`src/rtl/adc_ctl_pkg.sv`:
```
`timescale 1ns/1ps
package adc_ctl_pkg;

    // Bit order of this struct is the register bit order (run = bit 7).
    typedef struct packed {
        logic       run;
        logic       scan;
        logic [2:0] clk_sel;
        logic [1:0] lvl_sel;
        logic       cmp_en;
    } ctl_reg_t;

    localparam int REG_W = $bits(ctl_reg_t);

    typedef enum logic [1:0] {
        CLS_HI_ACC = 2'b00,
        CLS_STD    = 2'b01,
        CLS_INTERN = 2'b10,
        CLS_TEST   = 2'b11
    } chan_class_e;

endpackage

```
`src/rtl/adc_ctl_wrchk.sv`:
```
`timescale 1ns/1ps
module adc_ctl_wrchk
    import adc_ctl_pkg::*;
#(
    parameter int IDX_W = $clog2(REG_W)
) (
    input  ctl_reg_t          cur,
    input  logic              wr_en,
    input  logic              wr_bit,
    input  logic [IDX_W-1:0]  wr_idx,
    input  logic [REG_W-1:0]  wr_data,
    output ctl_reg_t          nxt
);

    logic [REG_W-1:0] merged;
    ctl_reg_t         cand;
    logic             busy;
    logic             bad_run_off;
    logic             bad_dual_rise;

    always_comb begin
        merged = cur;
        if (wr_bit) begin
            merged[wr_idx] = wr_data[0];
        end else begin
            merged = wr_data;
        end

        cand = ctl_reg_t'(merged);
        busy = cur.run | cur.cmp_en;
        // Configuration fields are frozen while enabled or running
        if (busy) begin
            cand.scan    = cur.scan;
            cand.clk_sel = cur.clk_sel;
            cand.lvl_sel = cur.lvl_sel;
        end

        bad_run_off   = cand.run & ~cand.cmp_en;
        bad_dual_rise = cand.run & cand.cmp_en & ~cur.run & ~cur.cmp_en;

        if (wr_en && !bad_run_off && !bad_dual_rise) begin
            nxt = cand;
        end else begin
            nxt = cur;
        end
    end

endmodule

```
`src/rtl/adc_ctl_stab.sv`:
```
`timescale 1ns/1ps
module adc_ctl_stab
    import adc_ctl_pkg::*;
#(
    parameter int STAB_HI   = 25,
    parameter int STAB_STD  = 50,
    parameter int STAB_INT  = 100,
    parameter int STAB_TEST = 25
) (
    input  logic       clk,
    input  logic       rst_n,
    input  logic       cmp_en,
    input  logic [1:0] chan_class,
    output logic       settled
);

    localparam int MAX_A  = (STAB_HI  > STAB_STD)  ? STAB_HI  : STAB_STD;
    localparam int MAX_B  = (STAB_INT > STAB_TEST) ? STAB_INT : STAB_TEST;
    localparam int MAX_N  = (MAX_A > MAX_B) ? MAX_A : MAX_B;
    localparam int CNT_W  = $clog2(MAX_N + 1);

    localparam logic [CNT_W-1:0] T_HI   = CNT_W'(STAB_HI);
    localparam logic [CNT_W-1:0] T_STD  = CNT_W'(STAB_STD);
    localparam logic [CNT_W-1:0] T_INT  = CNT_W'(STAB_INT);
    localparam logic [CNT_W-1:0] T_TEST = CNT_W'(STAB_TEST);

    typedef struct packed {
        logic [CNT_W-1:0] cnt;
    } stab_st_t;

    stab_st_t         st_d, st_q;
    logic [CNT_W-1:0] tgt;

    always_comb begin
        unique case (chan_class_e'(chan_class))
            CLS_HI_ACC: tgt = T_HI;
            CLS_STD:    tgt = T_STD;
            CLS_INTERN: tgt = T_INT;
            default:    tgt = T_TEST;
        endcase

        st_d = st_q;
        if (!cmp_en) begin
            st_d.cnt = '0;
        end else if (st_q.cnt < tgt) begin
            st_d.cnt = st_q.cnt + 1'b1;
        end

        settled = cmp_en && (st_q.cnt >= tgt);
    end

    always_ff @(posedge clk or negedge rst_n) begin
        if (!rst_n) begin
            st_q <= '0;
        end else begin
            st_q <= st_d;
        end
    end

endmodule

```
`src/rtl/adc_ctl_qual.sv`:
```
`timescale 1ns/1ps
module adc_ctl_qual (
    input  logic clk,
    input  logic rst_n,
    input  logic run,
    input  logic run_start,
    input  logic settled,
    input  logic conv_done,
    output logic result_valid
);

    typedef struct packed {
        logic discard;
        logic valid;
    } qual_st_t;

    qual_st_t st_d, st_q;

    always_comb begin
        st_d = st_q;
        st_d.valid = conv_done & run & ~st_q.discard;
        if (run_start) begin
            st_d.discard = ~settled;
        end else if (conv_done && run && st_q.discard) begin
            st_d.discard = 1'b0;
        end
    end

    always_ff @(posedge clk or negedge rst_n) begin
        if (!rst_n) begin
            st_q <= '0;
        end else begin
            st_q <= st_d;
        end
    end

    assign result_valid = st_q.valid;

endmodule

```
`src/rtl/adc_ctl_seq.sv`:
```
`timescale 1ns/1ps
module adc_ctl_seq
    import adc_ctl_pkg::*;
#(
    parameter int STAB_HI   = 25,
    parameter int STAB_STD  = 50,
    parameter int STAB_INT  = 100,
    parameter int STAB_TEST = 25
) (
    input  logic       clk,
    input  logic       rst_n,
    input  logic       wr_en,
    input  logic       wr_bit,
    input  logic [2:0] wr_idx,
    input  logic [7:0] wr_data,
    input  logic [1:0] chan_class,
    input  logic       wait_mode,
    input  logic       conv_done,
    output logic [7:0] rd_data,
    output logic       cmp_en,
    output logic       conv_run,
    output logic       scan_mode,
    output logic [2:0] clk_sel,
    output logic [1:0] lvl_sel,
    output logic       settled,
    output logic       result_valid
);

    ctl_reg_t ctl_d, ctl_q;
    logic     run_start;
    logic     status_bit;

    adc_ctl_wrchk #(.IDX_W(3)) u_wrchk (
        .cur     (ctl_q),
        .wr_en   (wr_en),
        .wr_bit  (wr_bit),
        .wr_idx  (wr_idx),
        .wr_data (wr_data),
        .nxt     (ctl_d)
    );

    adc_ctl_stab #(
        .STAB_HI   (STAB_HI),
        .STAB_STD  (STAB_STD),
        .STAB_INT  (STAB_INT),
        .STAB_TEST (STAB_TEST)
    ) u_stab (
        .clk        (clk),
        .rst_n      (rst_n),
        .cmp_en     (ctl_q.cmp_en),
        .chan_class (chan_class),
        .settled    (settled)
    );

    adc_ctl_qual u_qual (
        .clk          (clk),
        .rst_n        (rst_n),
        .run          (ctl_q.run),
        .run_start    (run_start),
        .settled      (settled),
        .conv_done    (conv_done),
        .result_valid (result_valid)
    );

    always_comb begin
        run_start  = ctl_d.run & ~ctl_q.run;
        status_bit = ctl_q.run;
        if (wait_mode) begin
            status_bit = ctl_q.run | (ctl_q.cmp_en & ~settled);
        end
        rd_data    = {status_bit, ctl_q.scan, ctl_q.clk_sel, ctl_q.lvl_sel, ctl_q.cmp_en};
    end

    always_ff @(posedge clk or negedge rst_n) begin
        if (!rst_n) begin
            ctl_q <= '0;
        end else begin
            ctl_q <= ctl_d;
        end
    end

    assign cmp_en    = ctl_q.cmp_en;
    assign conv_run  = ctl_q.run;
    assign scan_mode = ctl_q.scan;
    assign clk_sel   = ctl_q.clk_sel;
    assign lvl_sel   = ctl_q.lvl_sel;

endmodule

```
`config.mk`:
```
export PLATFORM = sky130hd
export DESIGN_NAME = adc_ctl_seq
export DESIGN_NICKNAME = d
export VERILOG_FILES = /design/src/rtl/adc_ctl_pkg.sv /design/src/rtl/adc_ctl_wrchk.sv /design/src/rtl/adc_ctl_stab.sv /design/src/rtl/adc_ctl_qual.sv /design/src/rtl/adc_ctl_seq.sv
export SDC_FILE = /design/constraint.sdc
export NUM_CORES = 1
export LEC_CHECK = 0
export ABC_CLOCK_PERIOD_IN_PS = 6500
export BUFFER_PORTS_ARGS = -buffer_cell sky130_fd_sc_hd__buf_2
export CELL_PAD_IN_SITES_DETAIL_PLACEMENT = 1
export CELL_PAD_IN_SITES_GLOBAL_PLACEMENT = 1
export CORE_UTILIZATION = 30
export DETAILED_ROUTE_END_ITERATION = 10
export GPL_ROUTABILITY_DRIVEN = 0
export PLACE_DENSITY = 0.73
export SETUP_SLACK_MARGIN = 0.1
export SLEW_MARGIN = 20
export SYNTH_ARGS = -nofsm -noshare
export SYNTH_HDL_FRONTEND = slang
export SYNTH_SLANG_ARGS = --single-unit
```
`constraint.sdc`:
```
create_clock -name clk -period 6.5 [get_ports clk]
set_input_delay 0.975 -clock clk [delete_from_list [all_inputs] [get_ports clk]]
set_output_delay 0.975 -clock clk [all_outputs]
set_load 0.05 [all_outputs]
```
==> load_flow_metrics.sql, run 1 <==
INSERT INTO impl_metrics (metric_group, metric, value, unit) VALUES
('run_status', 'run_status', 'finished, final reports clean', ''),
('route', 'wl_per_cell', '12.95', 'um'),
('sta', 'minimum_period_implied_by_the_final_worst_setup_slack', '3924', 'ps'),
('power', 'comb_power_share', '0.504', ''),
('yosys', 'synth_cells', '150', ''),
('setup_path', 'criticalPathCategory', 'in -> out', ''),
('finish', 'num-nets-final', '206', ''),
('yosys', 'synth_seq_area_share', '0.3088', ''),
('power', 'switchingPower', '0.2364', 'mW'),
('sta', 'setup_violations', '0', ''),
('global_route', 'grt-ovfl-total', '0', ''),
('floorplanning', 'die_w', '69.77', 'um'),
('route', 'vias', '1136', ''),
('clocking', 'cts_tree', 'done', ''),
('sta', 'rsz0062_at_grt', 'false', ''),
('sta', 'finClkSkew', '1.026', 'ps'),
('clocking', 'clkTransAtPathRegs', '70', 'ps'),
('floorplanning', 'initial_core_util', '0.3142', ''),
('finish', 'layout.filler_cells', '524', ''),
('clocking', 'htreeDepth', '1', ''),
('finish', 'areaGrowthSynthToFinish', '12.72', '%'),
('global_route', 'via_count_of_the_first_global_routing_pass', '1168', ''),
('finish', 'post_route_cells_drive_above_1_share', '0.3011', ''),
('power', 'design_power_total', '0.4738', 'mW'),
('finish', 'antenna_cells_inserted', '0', ''),
('finish', 'layout_common_cells', 'buf_2 (36), dfrtp_1 (17), nand2_1 (16), nor2_1 (16), inv_1 (15)', ''),
('sta', 'timing_worst_slew_pin_value', '483.8', 'ps'),
('route', 'detailedRoute.firstIterationViolations', '41', ''),
('clocking', 'clock_latency', '250', 'ps'),
('setup_path', 'critical_path_peak_fanout', '7', ''),
('clocking', 'clock_tree_root_buffer_cell', 'clkbuf_8', ''),
('yosys', 'synth_top_flop_cell', 'dfrtp_1', ''),
('route', 'detail_route.wirelength', '2953', 'um'),
('place', 'buffer_ports.inserted', '36', ''),
('sta', 'setup_tns', '0', 'ps'),
('global_route', 'antenna_found_initial', '0', ''),
('power', 'power-per-cell-area', '305.2', 'mW/mm2'),
('floorplanning', 'chipHeight', '69.77', 'um'),
('sta', 'max_freq', '254.8', 'MHz'),
('global_route', 'grt_usage', '0.1360', ''),
('finish', 'postLayoutCoreUtil', '0.3542', ''),
('route', 'postRouteAntennaNets', '0', ''),
('setup_path', 'cp-start-kind', 'input pin', ''),
('clocking', 'post-cts-setup-buffer-count', '0', ''),
('power', 'p_clk_frac', '0.168', ''),
('clocking', 'clock-sinks', '17', ''),
('sta', 'hold_violations', '0', ''),
('finish', 'layout_commonest_cell', 'buf_2', ''),
('yosys', 'cell_area_after_synthesis', '0.001378', 'mm2'),
('route', 'drt-pass1-iter-count', '4', ''),
('setup_path', 'critical_path_required', '5520', 'ps'),
('setup_path', 'cell_by_cell_listing_of_the_critical_path', 'buf_2, inv_1, ha_1, ha_1, nand2_1, o21ai_0, nor2_1, o2111ai_1, nand2_1, buf_2', ''),
('setup_path', 'crit_path_top_delay_cell', 'nor2_1', ''),
('yosys', 'average_instance_area_after_synthesis', '9.184', 'um2'),
('power', 'vdd_drop_max', '0.1335', 'mV'),
('yosys', 'synthArstFlopShare', '1.000', ''),
('clocking', 'clock_path_buffers', '2', ''),
('power', 'swShare', '0.4990', ''),
('setup_path', 'critical_path_end_type', 'output port', ''),
('yosys', 'yosys_warnings', '0', ''),
('clocking', 'cts.repair.resized', '0', ''),
('floorplanning', 'core_outline_area', '0.004384', 'mm2'),
('power', 'share_seq_of_total_power', '0.328', ''),
('global_route', 'grt_first_pass_wirelength', '5368', 'um'),
('yosys', 'mappedNetlistNets', '179', ''),
('min_path', 'min-delay-path-class', 'reg -> reg', ''),
('sta', 'timing.final.max_slew_violations', '0', ''),
('global_route', 'maximum_number_of_pins_on_one_net_before_global_route_repair', '18', ''),
('setup_path', 'register_to_register_path_setup_slack', '4490', 'ps'),
('clocking', 'tritoncts_buffers', '3', ''),
('sta', 'post-route-period-util', '0.6037', '');
## path summary, 6_finish.rpt
path / start / end / cells past startpoint
max: chan_class[0] / rd_data[7] / 10
min: u_qual.st_q[1] / u_qual.result_valid / 1
max reg2reg: u_stab.st_q[2] / u_stab.st_q[6] / 6
min reg2reg: u_qual.st_q[1] / u_qual.result_valid / 1
max in group asynchronous: rst_n / u_stab.st_q[2] / 1
min in group asynchronous: rst_n / async pin / 1
## synthesized netlist by cell type, types with 2 or more instances
| cell | n | share of area |
|---|---|---|
| buf_4 | 10 | 0.054 |
| nand3b_1 | 3 | 0.016 |
| mux2i_1 | 10 | 0.073 |
| nand3_1 | 4 | 0.015 |
| xnor2_1 | 2 | 0.013 |
| buf_6 | 2 | 0.016 |
| a21oi_1 | 5 | 0.018 |
| nor3b_1 | 3 | 0.016 |
| inv_1 | 15 | 0.041 |
| nand2_1 | 16 | 0.044 |
| a221oi_2 | 6 | 0.065 |
| o21ai_0 | 3 | 0.011 |
| and4_1 | 2 | 0.013 |
| nand4_1 | 3 | 0.014 |
| dfrtp_1 | 17 | 0.31 |
| ha_1 | 10 | 0.091 |
| nand2b_1 | 4 | 0.018 |
| nor2_1 | 16 | 0.044 |
## per-layer routing
metal  GRT usage  share of wire  vias up
met3     0.02762          0.045        5
met4     0.04000          0.012        0
li1            -              -      564
met5           0              0        -
met1      0.1753           0.48      539
met2      0.2286           0.46       28
## through the flow
stage	cell area (um2)	std cells	hold WS [ps]	setup slack [ps]
2_1_floorplan	1378	150	422.2	2984
3_3_place_gp	1508	224	462.1	2646
3_5_place_dp	1508	224	455.1	2568
4_1_cts	1553	228	464.4	2570
5_1_grt	1553	228	495.7	2302
6_report	1553	228	456.0	2576
## critical path: cells and delay by family
family,cells,cell delay [ps]
and+or+nand+nor,3,610
AOI/OAI and AO/OA,2,340
adders and majority gates,2,620
buffers and inverters,3,390
## power groups by stage
stage,Clock (mW),Sequential (mW),Combinational (mW)
after floorplan,0,0.203,0.162
after global placement,0,0.157,0.237
after detailed placement,0,0.158,0.240
after CTS,0.0831,0.156,0.241
after global routing,0.0871,0.161,0.258
final,0.0798,0.155,0.239
## cell families (layout without fill, tap and decap cells)
kind of cell / count (synthesis) / count (layout) / synth area share
AOI/OAI and AO/OA: 25 / 25 / 0.1726
xor gates and xnor gates: 2 / 2 / 0.01272
adders and majority gates: 10 / 10 / 0.09083
buffers and inverters: 29 / 55 / 0.1244
DFF: 17 / 17 / 0.3088
muxes: 10 / 10 / 0.07266
and+or+nand+nor: 57 / 57 / 0.2180
## cell type report
type,count,area (um2),area share
multi-input combinational,104,780.7,0.5028
clock buffer,4,45.04,0.02901
inverter,15,56.30,0.03626
tap,52,65.06,0.04190
sequential,17,425.4,0.2740
timing repair buffer,36,180.2,0.1160
No activity file was read; power rests on OpenSTA's default activity.
==> inputs of run 2 (changes only) <==
ABC_CLOCK_PERIOD_IN_PS = 3660   (was 6500)
clock period = 3.66 ns   (was 6.5 ns; I/O delays follow)
==> load_flow_metrics.sql, run 2 (synthesis gave the netlist of run 1 again) <==
INSERT INTO impl_metrics (metric_group, metric, value, unit) VALUES
('route', 'vias', '1142', ''),
('sta', 'hold_violations', '0', ''),
('route', 'drt-pass1-iter-count', '4', ''),
('sta', 'timing_worst_slew_pin_value', '489.1', 'ps'),
('setup_path', 'worst_path_dominant_cell_family', 'simple AND/OR/NAND/NOR gates', ''),
('sta', 'max_freq', '321.9', 'MHz'),
('power', 'vdd_drop_max', '0.3367', 'mV'),
('setup_path', 'cp-start-kind', 'input pin', ''),
('floorplanning', 'chipHeight', '69.77', 'um'),
('sta', 'minimum_period_implied_by_the_final_worst_setup_slack', '3106', 'ps'),
('route', 'postRouteAntennaNets', '0', ''),
('clocking', 'clock-sinks', '17', ''),
('place', 'buffer_ports.inserted', '36', ''),
('global_route', 'antenna_found_initial', '0', ''),
('clocking', 'clkTransAtPathRegs', '70', 'ps'),
('power', 'design_power_total', '0.8453', 'mW'),
('place', 'place_inst', '224', ''),
('setup_path', 'critical_path_required', '3110', 'ps'),
('floorplanning', 'io_pins', '37', ''),
('power', 'power-per-cell-area', '544.4', 'mW/mm2'),
('clocking', 'clock_path_buffers', '2', ''),
('clocking', 'cts.repair.resized', '0', ''),
('clocking', 'cts_tree', 'done', ''),
('setup_path', 'criticalPathCategory', 'in -> out', ''),
('sta', 'finClkSkew', '2.129', 'ps'),
('finish', 'postLayoutCoreUtil', '0.3542', ''),
('floorplanning', 'fp-row-count', '24', ''),
('global_route', 'grt-ovfl-total', '0', ''),
('sta', 'rsz0062_at_grt', 'false', ''),
('place', 'post-dp-hpwl', '2375', 'um'),
('clocking', 'tritoncts_buffers', '3', ''),
('floorplanning', 'die_w', '69.77', 'um'),
('global_route', 'maximum_number_of_pins_on_one_net_before_global_route_repair', '18', ''),
('floorplanning', 'die_area', '0.004867', 'mm2'),
('min_path', 'min-delay-path-class', 'in -> async', ''),
('sta', 'timing.final.max_slew_violations', '0', ''),
('clocking', 'htreeDepth', '1', ''),
('global_route', 'grt_first_pass_wirelength', '5478', 'um'),
('setup_path', 'critPathArrivalTime', '2560', 'ps'),
('sta', 'post-route-period-util', '0.8487', ''),
('setup_path', 'cell_by_cell_listing_of_the_critical_path', 'buf_2, inv_1, ha_1, inv_1, ha_1, a21oi_1, o21ai_0, nor2_1, o2111ai_1, nand2_1, buf_2', ''),
('setup_path', 'critical_path_buf_inv_count', '4', ''),
('route', 'route.detailed.drc', '0', ''),
('setup_path', 'critical_path_end_type', 'output port', ''),
('finish', 'instances_no_fill', '228', ''),
('finish', 'areaGrowthSynthToFinish', '12.72', '%'),
('finish', 'layout_common_cells', 'buf_2 (36), dfrtp_1 (17), nand2_1 (16), nor2_1 (16), inv_1 (15)', ''),
('clocking', 'clock_tree_root_buffer_cell', 'clkbuf_8', ''),
('route', 'drt-vias-per-instance', '5.009', ''),
('setup_path', 'critical_path_peak_fanout', '7', ''),
('global_route', 'grt_usage', '0.1375', ''),
('setup_path', 'crit_path_max_incr_delay', '450', 'ps'),
('setup_path', 'crit_path_top_delay_cell', 'nor2_1', ''),
('power', 'total_leakage_power', '0.8034', 'nW'),
('finish', 'layout_commonest_cell', 'buf_2', ''),
('floorplanning', 'core_outline_area', '0.004384', 'mm2'),
('finish', 'antenna_cells_inserted', '0', ''),
('floorplanning', 'initial_core_util', '0.3142', ''),
('route', 'wl_per_cell', '13.11', 'um'),
('flow_run', 'maxCapViolations', '0', ''),
('clocking', 'cts_hold_repair.buffers', '0', ''),
('clocking', 'post-cts-setup-buffer-count', '0', ''),
('route', 'detail_route.wirelength', '2988', 'um'),
('run_status', 'run_status', 'finished, final reports clean', ''),
('sta', 'rel_slew_slack', '0.6728', ''),
('route', 'detailedRoute.firstIterationViolations', '33', ''),
('clocking', 'clock_latency', '250', 'ps'),
('finish', 'post_route_cells_drive_above_1_share', '0.3011', ''),
('sta', 'setup_violations', '0', ''),
('finish', 'num-nets-final', '206', ''),
('global_route', 'via_count_of_the_first_global_routing_pass', '1221', ''),
('sta', 'setup_tns', '0', 'ps');
[run 2: cell counts in the layout (fill, tap and decap cells not counted)]
Identical to the previous run, type by type.
[run 2: per-layer routing]
| layer | wire, um | global-route usage | vias to the layer above |
|---|---|---|---|
| li1 | - | - | 562 |
| met1 | 1344 | 0.1753 | 547 |
| met2 | 1483 | 0.2361 | 31 |
| met3 | 152 | 0.03343 | 2 |
| met4 | 8 | 0.02667 | 0 |
| met5 | 0 | 0 | - |
[run 2: power breakdown]
part           internal (mW)  leakage (nW)  switching [mW]
registers              0.226         0.225          0.0504
logic                  0.118         0.556           0.306
clock network         0.0773        0.0228          0.0670
total                  0.422         0.803           0.423
[run 2: metrics by stage]
stage | setup slack [ps] | hold WS, ps | cell area, um2
after global placement | 658.3 | 461.4 | 1508
after floorplan | 995.7 | 253.4 | 1378
after detailed placement | 543.7 | 462.6 | 1508
final | 553.8 | 210.7 | 1553
after CTS | 535.4 | 220.1 | 1553
after global routing | 338.2 | 231.4 | 1553
[run 2: path summary, 6_finish.rpt]
path	end	slack [ps]	depth (start not counted)	startpoint
worst min register to register	u_qual.result_valid	460	1	u_qual.st_q[1]
min in group clk	u_qual.result_valid	460	1	u_qual.st_q[1]
max in group asynchronous	u_qual.result_valid	3170	1	rst_n
worst min-delay path	async pin	210	1	rst_n
worst max-delay path	rd_data[7]	550	11	chan_class[0]
worst max register to register	u_stab.st_q[6]	1630	6	u_stab.st_q[2]
[run 2: worst reg2reg max path, delay by kind of cell, from the launching register on]
kind	cells	cell delay [ps]
fa+ha+maj	1	360
compound gates	2	330
mux	1	160
flops	1	460
simple gates	2	600
[run 2: layout make-up]
type,count,area [um2]
Sequential cell,17,425.4
Fill cell,539,2831
Timing Repair Buffer,36,180.2
Inverter,15,56.30
Multi-Input combinational cell,104,780.7
Clock buffer,4,45.04
Tap cell,52,65.06
==> inputs of run 3 (changes only) <==
ABC_CLOCK_PERIOD_IN_PS = 3170   (was 3660)
clock period = 3.17 ns   (was 3.66 ns; I/O delays follow)
==> load_flow_metrics.sql, run 3 (synthesis gave the netlist of run 1 again) <==
INSERT INTO impl_metrics (metric_group, metric, value, unit) VALUES
('global_route', 'grt_usage', '0.1350', ''),
('route', 'vias', '1132', ''),
('sta', 'hold_violations', '0', ''),
('route', 'postRouteAntennaNets', '0', ''),
('finish', 'layout_commonest_cell', 'buf_2', ''),
('sta', 'fin_hold_ws', '134.2', 'ps'),
('min_path', 'min-delay-path-class', 'in -> async', ''),
('setup_path', 'reg2regPathDepth', '6', ''),
('floorplanning', 'initial_core_util', '0.3142', ''),
('setup_path', 'worstReg2RegStart', 'u_stab.st_q[2]', ''),
('sta', 'setup_violations', '0', ''),
('power', 'total_leakage_power', '0.8071', 'nW'),
('finish', 'post_route_cells_drive_above_1_share', '0.3125', ''),
('route', 'detail_route.wirelength', '2942', 'um'),
('setup_path', 'critPathArrivalTime', '2330', 'ps'),
('sta', 'minimum_period_implied_by_the_final_worst_setup_slack', '2802', 'ps'),
('floorplanning', 'core_outline_area', '0.004384', 'mm2'),
('route', 'route.detailed.drc', '0', ''),
('power', 'design_power_total', '0.9789', 'mW'),
('sta', 'rel_slew_slack', '0.6844', ''),
('clocking', 'tritoncts_buffers', '3', ''),
('global_route', 'grt-ovfl-total', '0', ''),
('clocking', 'cts_tree', 'done', ''),
('clocking', 'clkTransAtPathRegs', '80', 'ps'),
('sta', 'setup_tns', '0', 'ps'),
('clocking', 'cts.repair.resized', '0', ''),
('finish', 'layout_common_cells', 'buf_2 (36), dfrtp_1 (17), nand2_1 (16)', ''),
('setup_path', 'critical_path_required', '2690', 'ps'),
('finish', 'layout.filler_cells', '531', ''),
('sta', 'timing.final.max_slew_violations', '0', ''),
('setup_path', 'cp-start-kind', 'input pin', ''),
('global_route', 'maximum_number_of_pins_on_one_net_before_global_route_repair', '18', ''),
('setup_path', 'criticalPathCategory', 'in -> out', ''),
('place', 'buffer_ports.inserted', '36', ''),
('sta', 'rsz0062_at_grt', 'false', ''),
('sta', 'finClkSkew', '7.899', 'ps'),
('global_route', 'grt_first_pass_wirelength', '5292', 'um'),
('route', 'drt-vias-per-instance', '4.965', ''),
('route', 'wl_per_cell', '12.90', 'um'),
('finish', 'areaGrowthSynthToFinish', '12.99', '%'),
('sta', 'timing_worst_slew_pin_value', '468.5', 'ps'),
('global_route', 'via_count_of_the_first_global_routing_pass', '1162', ''),
('sta', 'max_freq', '356.9', 'MHz'),
('floorplanning', 'die_w', '69.77', 'um'),
('power', 'vdd_drop_max', '0.3281', 'mV'),
('sta', 'post-route-period-util', '0.8839', ''),
('setup_path', 'timing.rr.end', 'u_stab.st_q[3]', ''),
('floorplanning', 'io_pins', '37', ''),
('route', 'drt-pass1-iter-count', '3', ''),
('clocking', 'cts_hold_repair.buffers', '0', ''),
('clocking', 'post-cts-setup-buffer-count', '0', ''),
('floorplanning', 'fp-row-count', '24', ''),
('run_status', 'run_status', 'finished, final reports clean', ''),
('clocking', 'clock_tree_root_buffer_cell', 'clkbuf_8', ''),
('clocking', 'htreeDepth', '1', ''),
('global_route', 'antenna_found_initial', '0', ''),
('setup_path', 'critical_path_peak_fanout', '7', ''),
('finish', 'num-nets-final', '206', ''),
('finish', 'postLayoutCoreUtil', '0.3550', ''),
('place', 'post_placement_setup_slack', '250.1', 'ps'),
('floorplanning', 'die_area', '0.004867', 'mm2'),
('setup_path', 'critical_path_end_type', 'output port', ''),
('sta', 'setup_slack', '368.1', 'ps'),
('place', 'post-dp-hpwl', '2300', 'um'),
('finish', 'antenna_cells_inserted', '0', ''),
('route', 'detailedRoute.firstIterationViolations', '28', ''),
('power', 'power-per-cell-area', '628.9', 'mW/mm2'),
('flow_run', 'maxCapViolations', '0', ''),
('floorplanning', 'chipHeight', '69.77', 'um'),
('clocking', 'clock_latency', '260', 'ps'),
('clocking', 'clock_path_buffers', '2', ''),
('setup_path', 'register_to_register_path_setup_slack', '1310', 'ps'),
('clocking', 'clock-sinks', '17', '');
run 3: changes by cell type in the layout (fill, tap and decap cells not counted), sizes merged:
cell,previous run,this run
clkinv,0,1
clkbuf,4,3
run 3: worst max-delay path: stages:
cell,delay [ps]
buf_2,90
inv_1,40
ha_1,320
ha_1,310
nand2_1,70
o21ai_0,180
nor2_2,330
o2111ai_1,160
nand2_1,100
buf_2,260
run 3: metal layers:
metal / track usage / wire, um / vias to the layer above
met1: 0.1750 / 1424 / 532
met5: 0 / 0 / -
li1: - / - / 567
met3: 0.03198 / 144 / 5
met4: 0.04667 / 38 / 0
met2: 0.2190 / 1334 / 28
run 3: worst max-delay path by stage:
stage	startpoint	end	depth (start not counted)
6_report	chan_class[0]	rd_data[7]	10
4_1_cts	chan_class[0]	rd_data[7]	10
3_5_place_dp	chan_class[0]	rd_data[7]	11
5_1_grt	chan_class[0]	rd_data[7]	11
2_1_floorplan	chan_class[0]	rd_data[7]	9
3_3_place_gp	chan_class[0]	rd_data[7]	10
run 3: cell type report:
type	count	area [um2]	share of cell area
well taps	52	65.06	0.04180
flip-flops and latches	17	425.4	0.2733
clock inverters	1	5.005	0.003215
clock buffers	3	41.29	0.02653
repair buffers	36	180.2	0.1158
inverters	15	56.30	0.03617
multi-input cells	104	783.3	0.5032
run 3: power by group:
part           leakage [nW]  internal (mW)  switching [mW]
Sequential            0.225          0.261          0.0568
Combinational         0.557          0.137           0.353
Clock                0.0255         0.0875          0.0838
run 3: through the flow:
step | instance area, um2 | instances
detailed placement | 1508 | 224
finish | 1556 | 228
global route | 1556 | 228
CTS | 1554 | 228
global placement | 1508 | 224
floorplan | 1378 | 150
